`src/rtl/fetch_aligner_pkg.sv`:
```
// Package: shared widths, constants and helpers for the fetch aligner.
// Assumes a fixed 32-bit instruction word split into two halfwords.
package fetch_aligner_pkg;
    localparam int INSN_W = 32;
    localparam int HALF_W = INSN_W / 2;
    localparam logic [INSN_W-1:0] NOP_INSN = 32'h0000_0013;

    // Result of slicing one fetch word.
    typedef struct packed {
        logic [INSN_W-1:0] insn;
        logic              comp;
        logic              done;
        logic              hold;
        logic              err;
    } slice_t;

    // True when a halfword starts a full-length instruction.
    function automatic logic starts_full(input logic [HALF_W-1:0] h);
        return h[1:0] == 2'b11;
    endfunction
endpackage

```
`src/rtl/fa_slicer.sv`:
```
// Module: fa_slicer
// Combinational halfword selection and length decision for one fetch word.
// Assumes mid/pend describe a pending low half from the previous word.
module fa_slicer
    import fetch_aligner_pkg::*;
(
    input  logic [INSN_W-1:0] word,
    input  logic              pc_hi_half,
    input  logic              mid,
    input  logic [HALF_W-1:0] pend,
    output slice_t            res
);
    logic [HALF_W-1:0] lo_h;
    logic [HALF_W-1:0] hi_h;

    assign lo_h = word[HALF_W-1:0];
    assign hi_h = word[INSN_W-1:HALF_W];

    // Pick halfword, decide length, join with pending half when continuing.
    always_comb begin
        res      = '0;
        res.insn = '0;
        res.err  = mid && !pc_hi_half;
        if (mid && pc_hi_half) begin
            res.insn = {lo_h, pend};
            res.done = 1'b1;
        end else if (!pc_hi_half) begin
            if (starts_full(lo_h)) begin
                res.insn = word;
            end else begin
                res.insn = {{HALF_W{1'b0}}, lo_h};
                res.comp = 1'b1;
            end
            res.done = 1'b1;
        end else if (starts_full(hi_h)) begin
            res.hold = 1'b1;
        end else begin
            res.insn = {{HALF_W{1'b0}}, hi_h};
            res.comp = 1'b1;
            res.done = 1'b1;
        end
    end
endmodule

```
`src/rtl/fa_pc_step.sv`:
```
// Module: fa_pc_step
// Computes the sequential next PC and flags a non-sequential chosen PC.
// Assumes pc/comp describe the presented instruction when valid is high.
module fa_pc_step #(
    parameter int PC_W = 64
) (
    input  logic            clk,
    input  logic            rst_n,
    input  logic            valid,
    input  logic            comp,
    input  logic [PC_W-1:0] pc,
    input  logic [PC_W-1:0] npc_in,
    output logic [PC_W-1:0] seq_npc,
    output logic            taken
);
    localparam logic [PC_W-1:0] STEP_C = PC_W'(2);
    localparam logic [PC_W-1:0] STEP_F = PC_W'(4);

    // Step by instruction length.
    always_comb seq_npc = pc + (comp ? STEP_C : STEP_F);

    // Transfer flag only for a presented instruction.
    always_comb taken = valid && (npc_in != seq_npc);

    p_taken_needs_valid_r7: assert property (@(posedge clk) disable iff (!rst_n)
        taken |-> valid);
endmodule

```
`src/rtl/fetch_aligner.sv`:
```
// Module: fetch_aligner (top)
// Extracts one 16- or 32-bit instruction per handshake from 32-bit fetch
// words and rebuilds 32-bit instructions that straddle two words.
// Assumes a continuation word arrives with the PC of the first half.
module fetch_aligner
    import fetch_aligner_pkg::*;
#(
    parameter int PC_W = 64
) (
    input  logic              clk,
    input  logic              rst_n,
    input  logic              flush,
    input  logic              fetch_valid,
    output logic              fetch_ready,
    input  logic [INSN_W-1:0] fetch_word,
    input  logic [PC_W-1:0]   fetch_pc,
    output logic              out_valid,
    input  logic              out_ready,
    output logic [INSN_W-1:0] out_insn,
    output logic              out_compressed,
    output logic [PC_W-1:0]   out_pc,
    output logic [PC_W-1:0]   out_seq_npc,
    input  logic [PC_W-1:0]   npc_in,
    output logic              ctl_xfer,
    output logic              seq_err
);
    logic              mid_q;
    logic [HALF_W-1:0] pend_q;
    logic [PC_W-1:0]   start_pc_q;
    logic              vld_q;
    logic [INSN_W-1:0] insn_q;
    logic              comp_q;
    logic [PC_W-1:0]   pc_q;
    logic              err_q;
    logic              accept;
    slice_t            sl;

    fa_slicer u_slicer (
        .word       (fetch_word),
        .pc_hi_half (fetch_pc[1]),
        .mid        (mid_q),
        .pend       (pend_q),
        .res        (sl)
    );

    fa_pc_step #(.PC_W(PC_W)) u_step (
        .clk     (clk),
        .rst_n   (rst_n),
        .valid   (vld_q),
        .comp    (comp_q),
        .pc      (pc_q),
        .npc_in  (npc_in),
        .seq_npc (out_seq_npc),
        .taken   (ctl_xfer)
    );

    // Take a word only when nothing waits and no redirect is in progress.
    always_comb fetch_ready = !vld_q && !flush;
    always_comb accept = fetch_valid && fetch_ready;

    // State: pending half, presented instruction, error pulse.
    always_ff @(posedge clk) begin
        if (!rst_n) begin
            mid_q      <= 1'b0;
            pend_q     <= '0;
            start_pc_q <= '0;
            vld_q      <= 1'b0;
            insn_q     <= NOP_INSN;
            comp_q     <= 1'b0;
            pc_q       <= '0;
            err_q      <= 1'b0;
        end else begin
            err_q <= 1'b0;
            if (flush) begin
                mid_q  <= 1'b0;
                pend_q <= '0;
                vld_q  <= 1'b0;
            end else begin
                if (vld_q && out_ready) vld_q <= 1'b0;
                if (accept) begin
                    err_q <= sl.err;
                    if (sl.done) begin
                        vld_q  <= 1'b1;
                        insn_q <= sl.insn;
                        comp_q <= sl.comp;
                        pc_q   <= (mid_q && fetch_pc[1]) ? start_pc_q : fetch_pc;
                        mid_q  <= 1'b0;
                    end else if (sl.hold) begin
                        mid_q      <= 1'b1;
                        pend_q     <= fetch_word[INSN_W-1:HALF_W];
                        start_pc_q <= fetch_pc;
                    end
                end
            end
        end
    end

    assign out_valid      = vld_q;
    assign out_insn       = insn_q;
    assign out_compressed = comp_q;
    assign out_pc         = pc_q;
    assign seq_err        = err_q;

    p_held_until_taken_r8: assert property (@(posedge clk) disable iff (!rst_n)
        (vld_q && !out_ready && !flush) |=> (vld_q && $stable(insn_q) && $stable(pc_q)));
    p_flush_clears_r9: assert property (@(posedge clk) disable iff (!rst_n)
        flush |=> (!vld_q && !mid_q));
    p_comp_zero_ext_r2: assert property (@(posedge clk) disable iff (!rst_n)
        (vld_q && comp_q) |-> (insn_q[INSN_W-1:HALF_W] == '0 && insn_q[1:0] != 2'b11));
    p_full_len_bits_r2: assert property (@(posedge clk) disable iff (!rst_n)
        (vld_q && !comp_q) |-> (insn_q[1:0] == 2'b11));
    p_no_out_while_pending_r5: assert property (@(posedge clk) disable iff (!rst_n)
        !(mid_q && vld_q));
    p_err_drops_half_r10: assert property (@(posedge clk) disable iff (!rst_n)
        err_q |-> !mid_q);
endmodule

```
`config.mk`:
```
export PLATFORM = sky130hd
export DESIGN_NAME = fetch_aligner
export DESIGN_NICKNAME = d
export VERILOG_FILES = /design/src/rtl/fetch_aligner_pkg.sv /design/src/rtl/fa_slicer.sv /design/src/rtl/fa_pc_step.sv /design/src/rtl/fetch_aligner.sv
export SDC_FILE = /design/constraint.sdc
export NUM_CORES = 1
export LEC_CHECK = 0
export ABC_AREA = 0
export ABC_CLOCK_PERIOD_IN_PS = 9800
export BUFFER_PORTS_ARGS = -buffer_cell sky130_fd_sc_hd__buf_2
export CAP_MARGIN = 10
export CORE_ASPECT_RATIO = 2
export CORE_MARGIN = 1.5
export CORE_UTILIZATION = 45
export DETAILED_ROUTE_END_ITERATION = 6
export PLACE_DENSITY_LB_ADDON = 0.1
export SKIP_LAST_GASP = 1
export SYNTH_ARGS = -nofsm -noshare
export SYNTH_HDL_FRONTEND = slang
export SYNTH_HIERARCHICAL = 1
export SYNTH_SLANG_ARGS = --single-unit
```
`constraint.sdc`:
```
create_clock -name clk -period 9.8 [get_ports clk]
set_clock_uncertainty 0.1 [all_clocks]
set_input_delay 1.47 -clock clk [delete_from_list [all_inputs] [get_ports clk]]
set_output_delay 1.47 -clock clk [all_outputs]
set_load 0.01 [all_outputs]
```
==> impl_metrics.csv, run 1 <==
group,metric,value,unit
sta,hold_viol_final,0,
placement,postPlaceCellArea,12500,um2
cells_and_area,fillers,2377,
clock_network,cts-root-buf,"clkbuf_16",
detailed_routing,drcViolationCount,0,
min_path,hold_path.class,"reg2reg",
run,cap_violations,0,
cells_and_area,multi_input_area,6660,um2
detailed_routing,wirelength,47200,um
placement,io_buffer_count,329,
sta,setup_viol,0,
clock_network,ctsResizeCount,0,
global_routing,gr-usage-all-layers,35.8,%
logic_synthesis,synthArstFlopShare,0,%
worst_setup_path,cp-startpoint,"out_compressed",
placement,finalWeightedCongestion,0.992,
cells_and_area,layout.nets,1851,
floorplanning,core-area,23900,um2
logic_synthesis,netlist_area,11000,um2
logic_synthesis,syn_avg_cell_area,7.59,um2
placement,dp_hpwl,35000,um
logic_synthesis,ys_warn_count,6,
sta,min_period_over_period,68.6,%
logic_synthesis,synthCells,1447,
detailed_routing,drt_iter0_drc,1167,
global_routing,grt_max_degree,125,
sta,rsz0062_at_grt,"no",
worst_setup_path,worstPathArrival,5150,ps
clock_network,cts_inserted_buffers,17,
clock_network,cts.sinks,180,
floorplanning,die_h,224,um
clock_network,clk_pin_slew,70,ps
sta,min_period,6720,ps
clock_network,clock_path_buffers,2,
cells_and_area,drive_gt1_share,24.5,%
sta,max_freq,149,MHz
sta,slew_headroom,27.9,%
power_and_ir_drop,p_leak,5.57,nW
min_path,min_from,"start_pc_q[62]",
worst_setup_path,r2r-start,"mid_q",
logic_synthesis,seq_area_frac_synth,32.8,%
floorplanning,die_x,114,um
logic_synthesis,synthDistinctLibCells,85,
logic_synthesis,syn_nets,1615,
worst_setup_path,cp.required,8230,ps
logic_synthesis,synth-seq-cells,180,
clock_network,htreeDepth,4,
clock_network,tritoncts,"done",
worst_setup_path,cp_max_fo,19,
floorplanning,start_util,45.9,%
cells_and_area,regArea,3600,um2
global_routing,grt_pass1_wl,69000,um
logic_synthesis,ys.flop_type,"dfxtp_1",
detailed_routing,vias_per_cell,6.21,
sta,tns,0,ps
detailed_routing,drt-wirelength-per-cell,23.8,um
cells_and_area,final_area,13100,um2
power_and_ir_drop,peakVddDrop,0.180,mV
worst_setup_path,crit_path_start_kind,"flip-flop",
global_routing,antenna_found_initial,1,
clock_network,clk_latency,450,ps
sta,report.final.slew_viol_count,0,
worst_setup_path,end_kind,"output port",
detailed_routing,antenna_left,0,
clock_network,ctsHoldBuffers,0,
sta,tightest_slew,1080,ps
detailed_routing,vias,12300,
floorplanning,fp.dieArea,25400,um2
cells_and_area,area_growth_syn_to_layout,18.9,%
floorplanning,ios,330,
logic_synthesis,synth-edff-count,0,
global_routing,grt_pass1_vias,11400,
status,status,"complete, no violations",
power_and_ir_drop,power.density,138,nW/um2
worst_setup_path,crit_type,"reg2out",
global_routing,overflow,0,
floorplanning,rows,80,
detailed_routing,drt_pass1_iterations,7,
clock_network,postCtsSetupBuffers,0,
## cell families (layout without fill, tap and decap cells)
| logic type | Yosys count | after routing | synth area share (%) |
|---|---|---|---|
| and+or+nand+nor | 574 | 574 | 27.1 |
| AOI/OAI and AO/OA | 423 | 423 | 22.8 |
| DFF | 180 | 180 | 32.8 |
| buffers and inverters | 153 | 402 | 6.90 |
| xor gates and xnor gates | 112 | 112 | 9.78 |
| adders and majority gates | 3 | 3 | 0.410 |
| muxes | 2 | 2 | 0.194 |
| other | 0 | 1 | 0 |
## report_power, final
part           switching (mW)  leakage (nW)  total (mW)  internal [mW]
Sequential             0.0516          1.46       0.806          0.754
Combinational           0.190          3.82       0.313          0.123
Clock                   0.328         0.284       0.690          0.363
Total                   0.569          5.57        1.81           1.24
## cell usage after synthesis, drive strengths merged, types with 5 or more instances
cell type  count  area share, %
and3          24            1.4
buf           54            3.5
xor2          46            3.7
clkbuf        71            2.4
xnor2         60            4.8
nand2        237            8.1
and2           8           0.46
a21oi        162            7.4
nor2          44            1.7
nor3          24            1.1
nand2b         8           0.46
o21ai        155            7.3
nand3b         8           0.55
or4            6           0.42
nand3         43            2.0
or3            9           0.56
nor4          22            1.5
inv           28           0.96
nor3b          7           0.48
nor2b         10           0.57
a22o          18            1.4
a221o         15            1.4
a21boi        31            2.1
and4           6           0.49
or2            5           0.28
nand4        101            5.9
dfxtp        180             33
## worst max-delay path, stage by stage (launching register included)
cell       delay, ps
dfxtp_1          430
inv_1             70
ha_1             290
a21oi_2           90
or4_1            900
nor3_1           520
mux2_2           390
a2111oi_0        540
o311ai_1         230
or4_1            620
nor4_1           300
a41oi_1          170
buf_2            170
## sequential cells by signal, summed over array words and instances (netlist names)
name and flops:
mid_q 1, out_insn 32, out_compressed 1, start_pc_q 64
out_valid 1, seq_err 1, out_pc 64, pend_q 16
## through the flow
step | hold WS, ps | cells | total power, mW | util (%) | setup WS, ps
6_report | 351 | 1984 | 1.81 | 54.6 | 3080
5_1_grt | 371 | 1984 | 1.87 | 54.6 | 2910
4_1_cts | 352 | 1983 | 1.81 | 54.6 | 3220
3_5_place_dp | 342 | 1951 | 1.13 | 52.2 | 3700
3_3_place_gp | 332 | 1951 | 1.13 | 52.2 | 3760
2_1_floorplan | 323 | 1447 | 0.974 | - | 4680
## cell usage in the layout (no fill, tap or decap), types with 8 or more instances in the layout
cell and n:
buf_2 328, nand2_1 236, dfxtp_1 180, a21oi_1 160, o21ai_0 130, nand4_1 100
xnor2_1 60, xor2_1 45, nor2_1 42, nand3_1 41, a21boi_0 29, inv_1 27
nor3_1 24, and3_1 23, nor4_1 19, a22o_1 18, o21ai_1 17, clkbuf_16 17
a221o_1 15, buf_4 13, nor2b_1 9, nand2b_1 8, o21ai_2 8, or3_1 8
nand3b_1 8
## final timing paths
check,to,slack [ps],cells past startpoint
max,ctl_xfer,3080,12
min,start_pc_q[62],350,2
max reg2reg,start_pc_q[12],6680,6
min reg2reg,start_pc_q[62],350,2
## area by class of cell
type	count	share of cell area, %
multi-input combinational	1114	51.0
sequential	180	27.6
timing repair buffer	342	13.4
clock buffer	17	3.25
tap	287	2.75
clock inverter	15	1.23
inverter	28	0.804
antenna	1	0.0191
## routing by layer
metal	up-vias	track usage (%)	part of all wire, %	routed length (um)
li1	5652	-	-	-
met1	5879	39.3	36	17100
met2	613	61.8	50	23500
met3	168	5.41	5.8	2740
met4	0	25.9	8.3	3940
met5	-	0	0	0
(Power assumes the default switching activity.)
==> run 2: changes to the inputs <==
--- a/config.mk
+++ b/config.mk
@@ -6,7 +6,7 @@
 export NUM_CORES = 1
 export LEC_CHECK = 0
 export ABC_AREA = 0
-export ABC_CLOCK_PERIOD_IN_PS = 9800
+export ABC_CLOCK_PERIOD_IN_PS = 6800
 export BUFFER_PORTS_ARGS = -buffer_cell sky130_fd_sc_hd__buf_2
 export CAP_MARGIN = 10
 export CORE_ASPECT_RATIO = 2
==> constraint.sdc (replaced) <==
create_clock -name clk -period 6.8 [get_ports clk]
set_clock_uncertainty 0.1 [all_clocks]
set_input_delay 1.02 -clock clk [delete_from_list [all_inputs] [get_ports clk]]
set_output_delay 1.02 -clock clk [all_outputs]
set_load 0.01 [all_outputs]
==> run 2 against run 1 <==
  * Register-to-register slack worse by 3100 ps
  * Critical path depth rose by 1
  * First-iteration DRC count is 0.94% lower
  * Utilization grew 0.057 points
  * Combinational power up 43%
  * Die area is the same
  * Clock power increased by 43%
  * Critical path type unchanged
  * Largest power group unchanged
==> impl_metrics.csv, run 2 (same netlist as run 1, synthesis figures left out) <==
group,metric,value,unit
power_and_ir_drop,power.density,199,nW/um2
worst_setup_path,worstPathArrival,5060,ps
sta,min_period,6180,ps
min_path,hold_path.class,"reg2reg",
sta,hold_viol_final,0,
placement,finalWeightedCongestion,1.01,
worst_setup_path,cp.required,5680,ps
worst_setup_path,crit_type,"reg2out",
detailed_routing,drt-wirelength-per-cell,23.8,um
placement,dp_hpwl,35300,um
status,status,"complete, no violations",
cells_and_area,area_growth_syn_to_layout,19.1,%
global_routing,grt_max_degree,111,
detailed_routing,wirelength,47200,um
sta,layout_setup_ws,618,ps
detailed_routing,vias,12200,
sta,report.final.slew_viol_count,0,
floorplanning,die_h,224,um
detailed_routing,antenna_left,0,
run,cap_violations,0,
placement,io_buffer_count,329,
floorplanning,die_x,114,um
cells_and_area,final_common_cell,"buf_2",
detailed_routing,drcViolationCount,0,
power_and_ir_drop,peakVddDrop,0.214,mV
sta,whs,349,ps
floorplanning,start_util,45.9,%
power_and_ir_drop,p_total,2.60,mW
detailed_routing,drt_pass1_iterations,6,
clock_network,htreeDepth,4,
global_routing,grt_pass1_wl,69700,um
floorplanning,core-area,23900,um2
clock_network,clk_pin_slew,70,ps
global_routing,grt_pass1_vias,11500,
sta,setup_viol,0,
clock_network,cts-root-buf,"clkbuf_16",
placement,place_worst_setup_slack,1190,ps
clock_network,cts.sinks,180,
global_routing,gr-usage-all-layers,36.2,%
global_routing,overflow,0,
clock_network,clock_path_buffers,2,
detailed_routing,vias_per_cell,6.15,
global_routing,antenna_found_initial,1,
cells_and_area,final_area,13100,um2
clock_network,cts_inserted_buffers,17,
sta,tns,0,ps
clock_network,ctsHoldBuffers,0,
sta,min_period_over_period,90.9,%
worst_setup_path,cp_max_fo,5,
placement,postPlaceCellArea,12500,um2
sta,max_freq,162,MHz
worst_setup_path,end_kind,"output port",
detailed_routing,drt_iter0_drc,1156,
cells_and_area,fillers,2373,
clock_network,clk_latency,440,ps
floorplanning,ios,330,
sta,rsz0062_at_grt,"no",
floorplanning,fp.dieArea,25400,um2
clock_network,postCtsSetupBuffers,0,
power_and_ir_drop,p_leak,5.58,nW
clock_network,tritoncts,"done",
cells_and_area,layout.nets,1854,
sta,tightest_slew,1130,ps
cells_and_area,layout_common_cells,"buf_2, nand2_1, dfxtp_1",
worst_setup_path,r2r_slack,3630,ps
cells_and_area,drive_gt1_share,24.6,%
floorplanning,rows,80,
worst_setup_path,crit_path_start_kind,"flip-flop",
sta,slew_headroom,24.3,%
clock_network,ctsResizeCount,0,
-- run 2: cell types whose count changed in the layout (fill, tap and decap cells not counted) --
| cell | previous run | this run |
|---|---|---|
| clkinvlp_4 | 2 | 0 |
| clkinv_4 | 2 | 1 |
| buf_4 | 13 | 16 |
| bufinv_16 | 1 | 0 |
| inv_8 | 4 | 8 |
-- run 2: through the flow --
step / utilization [%] / cells
final: 54.7 / 1987
after global routing: 54.7 / 1987
after global placement: 52.3 / 1954
after floorplan: - / 1447
after CTS: 54.7 / 1986
after detailed placement: 52.3 / 1954
-- run 2: final timing paths --
check                                     from              to  cells past startpoint
worst max-delay path            out_compressed        ctl_xfer                     13
worst min-delay path            start_pc_q[59]  start_pc_q[59]                      2
worst max register to register           mid_q       pend_q[7]                      8
worst min register to register  start_pc_q[59]  start_pc_q[59]                      2
-- run 2: worst max-delay path, stage by stage (launching register included) --
cell and delay (ps):
dfxtp_1 440, ha_1 240, inv_1 70, fa_1 450
and4b_2 370, nand2_1 80, nor4_1 730, nand3_1 270
xnor3_1 280, a2111oi_0 700, nand3_1 260, nor4_1 410
a41oi_1 150, buf_2 170
-- run 2: final cells by class --
cell class / count / area (um2) / area share, %
clock buffers: 17 / 425 / 3.25
well taps: 287 / 359 / 2.74
clock inverters: 15 / 151 / 1.16
inverters: 28 / 105 / 0.803
repair buffers: 345 / 1770 / 13.6
multi-input cells: 1114 / 6660 / 50.9
diodes: 1 / 2.50 / 0.0191
flip-flops and latches: 180 / 3600 / 27.5
-- run 2: report_power, final --
| part | switching (mW) | internal [mW] | total, mW |
|---|---|---|---|
| combinational | 0.270 | 0.177 | 0.447 |
| clock | 0.491 | 0.496 | 0.987 |
| sequential | 0.0766 | 1.09 | 1.16 |
| total | 0.838 | 1.76 | 2.60 |
-- run 2: per-layer routing --
metal,track usage [%],up-vias,routed length (um)
li1,-,5685,-
met1,38.5,5781,16600
met2,63.5,616,23900
met3,5.82,129,2850
met4,26.5,0,3770
met5,0,-,0
==> run 3: changes to the inputs <==
--- a/config.mk
+++ b/config.mk
@@ -5,7 +5,7 @@
 export SDC_FILE = /design/constraint.sdc
 export NUM_CORES = 1
 export LEC_CHECK = 0
-export ABC_AREA = 0
+export ABC_AREA = 1
 export ABC_CLOCK_PERIOD_IN_PS = 6800
 export BUFFER_PORTS_ARGS = -buffer_cell sky130_fd_sc_hd__buf_2
 export CAP_MARGIN = 10
==> run 3 against run 2 <==
  * Count of clock-buffer cells in the layout unchanged
  * Utilization is 1.3 points lower
  * Flip-flop and latch count did not move
  * Critical path depth up 3
  * Sequential power is essentially flat
  * Clock power shrank 3.5%
  * Critical path type unchanged
  * Largest cell class unchanged
  * Highest routed layer is now met5
  * Largest power group unchanged
==> impl_metrics.csv, run 3 <==
group,metric,value,unit
logic_synthesis,synth-edff-count,0,
floorplanning,core-area,28700,um2
logic_synthesis,synth-seq-cells,180,
cells_and_area,final_area,15400,um2
sta,rsz0062_at_grt,"no",
logic_synthesis,synth_fa_ha_area_share,0.344,%
global_routing,use_met1,34.0,%
global_routing,overflow,0,
placement,dp_hpwl,39500,um
worst_setup_path,worstPathArrival,3900,ps
clock_network,cts.sinks,180,
power_and_ir_drop,p_leak,8.68,nW
logic_synthesis,yosys.area_share.simple,56.0,%
clock_network,htreeDepth,4,
detailed_routing,drt_pass1_iterations,7,
cells_and_area,layout.nets,2845,
sta,tightest_slew,1060,ps
placement,io_buffer_count,329,
sta,tns,0,ps
sta,hold_viol_final,0,
detailed_routing,vias_per_cell,4.97,
cells_and_area,area_growth_syn_to_layout,17.3,%
run,cap_violations,0,
cells_and_area,drive_gt1_share,15.6,%
logic_synthesis,post-synth-top-count-cell,"nand2_1",
logic_synthesis,synth_top_cell_by_area,"dfxtp_1",
clock_network,cts-root-buf,"clkbuf_16",
logic_synthesis,synth_compound_area_share,1.16,%
cells_and_area,fillers,3211,
clock_network,clk_latency,440,ps
cells_and_area,regArea,3610,um2
detailed_routing,wirelength,51600,um
cells_and_area,multi_input_area,7690,um2
floorplanning,die_x,124,um
sta,min_period_over_period,73.8,%
sta,slew_headroom,29.0,%
logic_synthesis,ys.flop_type,"dfxtp_1",
logic_synthesis,synth_commonest_cells,"nand2_1, nor2_1, inv_1",
logic_synthesis,syn_nets,2587,
global_routing,grt_pass1_wl,76100,um
global_routing,grt_max_degree,99,
worst_setup_path,cp_max_fo,5,
clock_network,ctsResizeCount,0,
global_routing,met3_usage,5.67,%
logic_synthesis,synthCells,2419,
clock_network,clk_pin_slew,80,ps
floorplanning,rows,88,
detailed_routing,antenna_left,0,
clock_network,ctsHoldBuffers,0,
worst_setup_path,end_kind,"output port",
logic_synthesis,synth_xor_area_share,1.03,%
logic_synthesis,seq_area_frac_synth,27.5,%
sta,whs,377,ps
worst_setup_path,crit_type,"reg2out",
global_routing,met2_usage,59.2,%
detailed_routing,drt-wirelength-per-cell,16.9,um
clock_network,clock_path_buffers,2,
worst_setup_path,cp.required,5680,ps
status,status,"complete, no violations",
logic_synthesis,synth_top_family_by_area,"simple AND/OR/NAND/NOR gates",
power_and_ir_drop,peakVddDrop,0.187,mV
logic_synthesis,synthDistinctLibCells,36,
clock_network,tritoncts,"done",
logic_synthesis,synthArstFlopShare,0,%
floorplanning,fp.dieArea,30200,um2
global_routing,grt_pass1_vias,13800,
min_path,hold_path.class,"reg2reg",
power_and_ir_drop,p_total,2.66,mW
placement,postPlaceCellArea,14800,um2
cells_and_area,layout_common_cells,"nand2_1, nor2_1, inv_1",
floorplanning,start_util,45.6,%
sta,max_freq,199,MHz
logic_synthesis,syn_avg_cell_area,5.41,um2
global_routing,antenna_found_initial,5,
clock_network,postCtsSetupBuffers,0,
sta,setup_viol,0,
logic_synthesis,synthMuxAreaShare,0,%
logic_synthesis,synth_area_leaders,"dfxtp_1, nand2_1, nor2_1, nand3_1, inv_1",
detailed_routing,drt_iter0_drc,1027,
sta,report.final.slew_viol_count,0,
sta,min_period,5020,ps
detailed_routing,drcViolationCount,0,
logic_synthesis,ys_warn_count,6,
detailed_routing,vias,15200,
floorplanning,die_h,244,um
global_routing,grt_most_used_layer,"met2",
power_and_ir_drop,power.density,173,nW/um2
logic_synthesis,synth_top_area_share,27.5,%
worst_setup_path,crit_path_start_kind,"flip-flop",
floorplanning,ios,330,
placement,finalWeightedCongestion,0.975,
clock_network,cts_inserted_buffers,17,
logic_synthesis,netlist_area,13100,um2
global_routing,gr-usage-all-layers,33.7,%
cells_and_area,final_common_cell,"nand2_1",
run 3: critical path, stage by stage, from the launching register on:
cell and delay, ps:
dfxtp_1 420, ha_1 220, inv_1 60, fa_1 460, inv_1 110, nand3_1 160
nor3_1 680, nand4_1 230, nand2_1 150, nand2_1 60, nand2_1 60, nand3_1 70
nor2_1 220, nand2_1 80, nor2_1 260, nor2_1 70, buf_2 150
run 3: metrics by stage:
stage / worst slack, ps / std cells / util, %
after floorplan: 3160 / 2419 / -
after global routing: 1640 / 3052 / 53.4
after global placement: 2300 / 3018 / 51.5
after detailed placement: 2270 / 3018 / 51.5
after CTS: 1780 / 3050 / 53.4
final: 1780 / 3054 / 53.4
run 3: final timing paths:
path,start,end,slack [ps],cells after the start
worst max-delay path,out_compressed,ctl_xfer,1780,16
worst min-delay path,out_insn[4],out_insn[4],380,2
worst max register to register,mid_q,out_insn[11],3770,6
worst min register to register,out_insn[4],out_insn[4],380,2
run 3: routing by layer:
| metal | wire (um) | up-vias |
|---|---|---|
| li1 | - | 7789 |
| met1 | 18000 | 6657 |
| met2 | 25900 | 563 |
| met3 | 2920 | 155 |
| met4 | 4760 | 4 |
| met5 | 24 | - |
run 3: where the power goes:
group,switching [mW],internal (mW)
Clock,0.468,0.484
Sequential,0.0734,1.10
Combinational,0.337,0.198
Total,0.879,1.78
run 3: final cells by class:
type,instances,share of cell area [%]
Sequential cell,180,23.5
Inverter,351,8.61
Clock buffer,17,2.77
Tap cell,360,2.93
Multi-Input combinational cell,1789,50.1
Antenna cell,4,0.0652
Clock inverter,15,0.880
Timing Repair Buffer,338,11.2
run 3: logic make-up after synthesis:
logic type	after synthesis
compound gates	25
xor+xnor	9
fa+ha+maj	3
buf+inv	450
flops	180
simple gates	1752
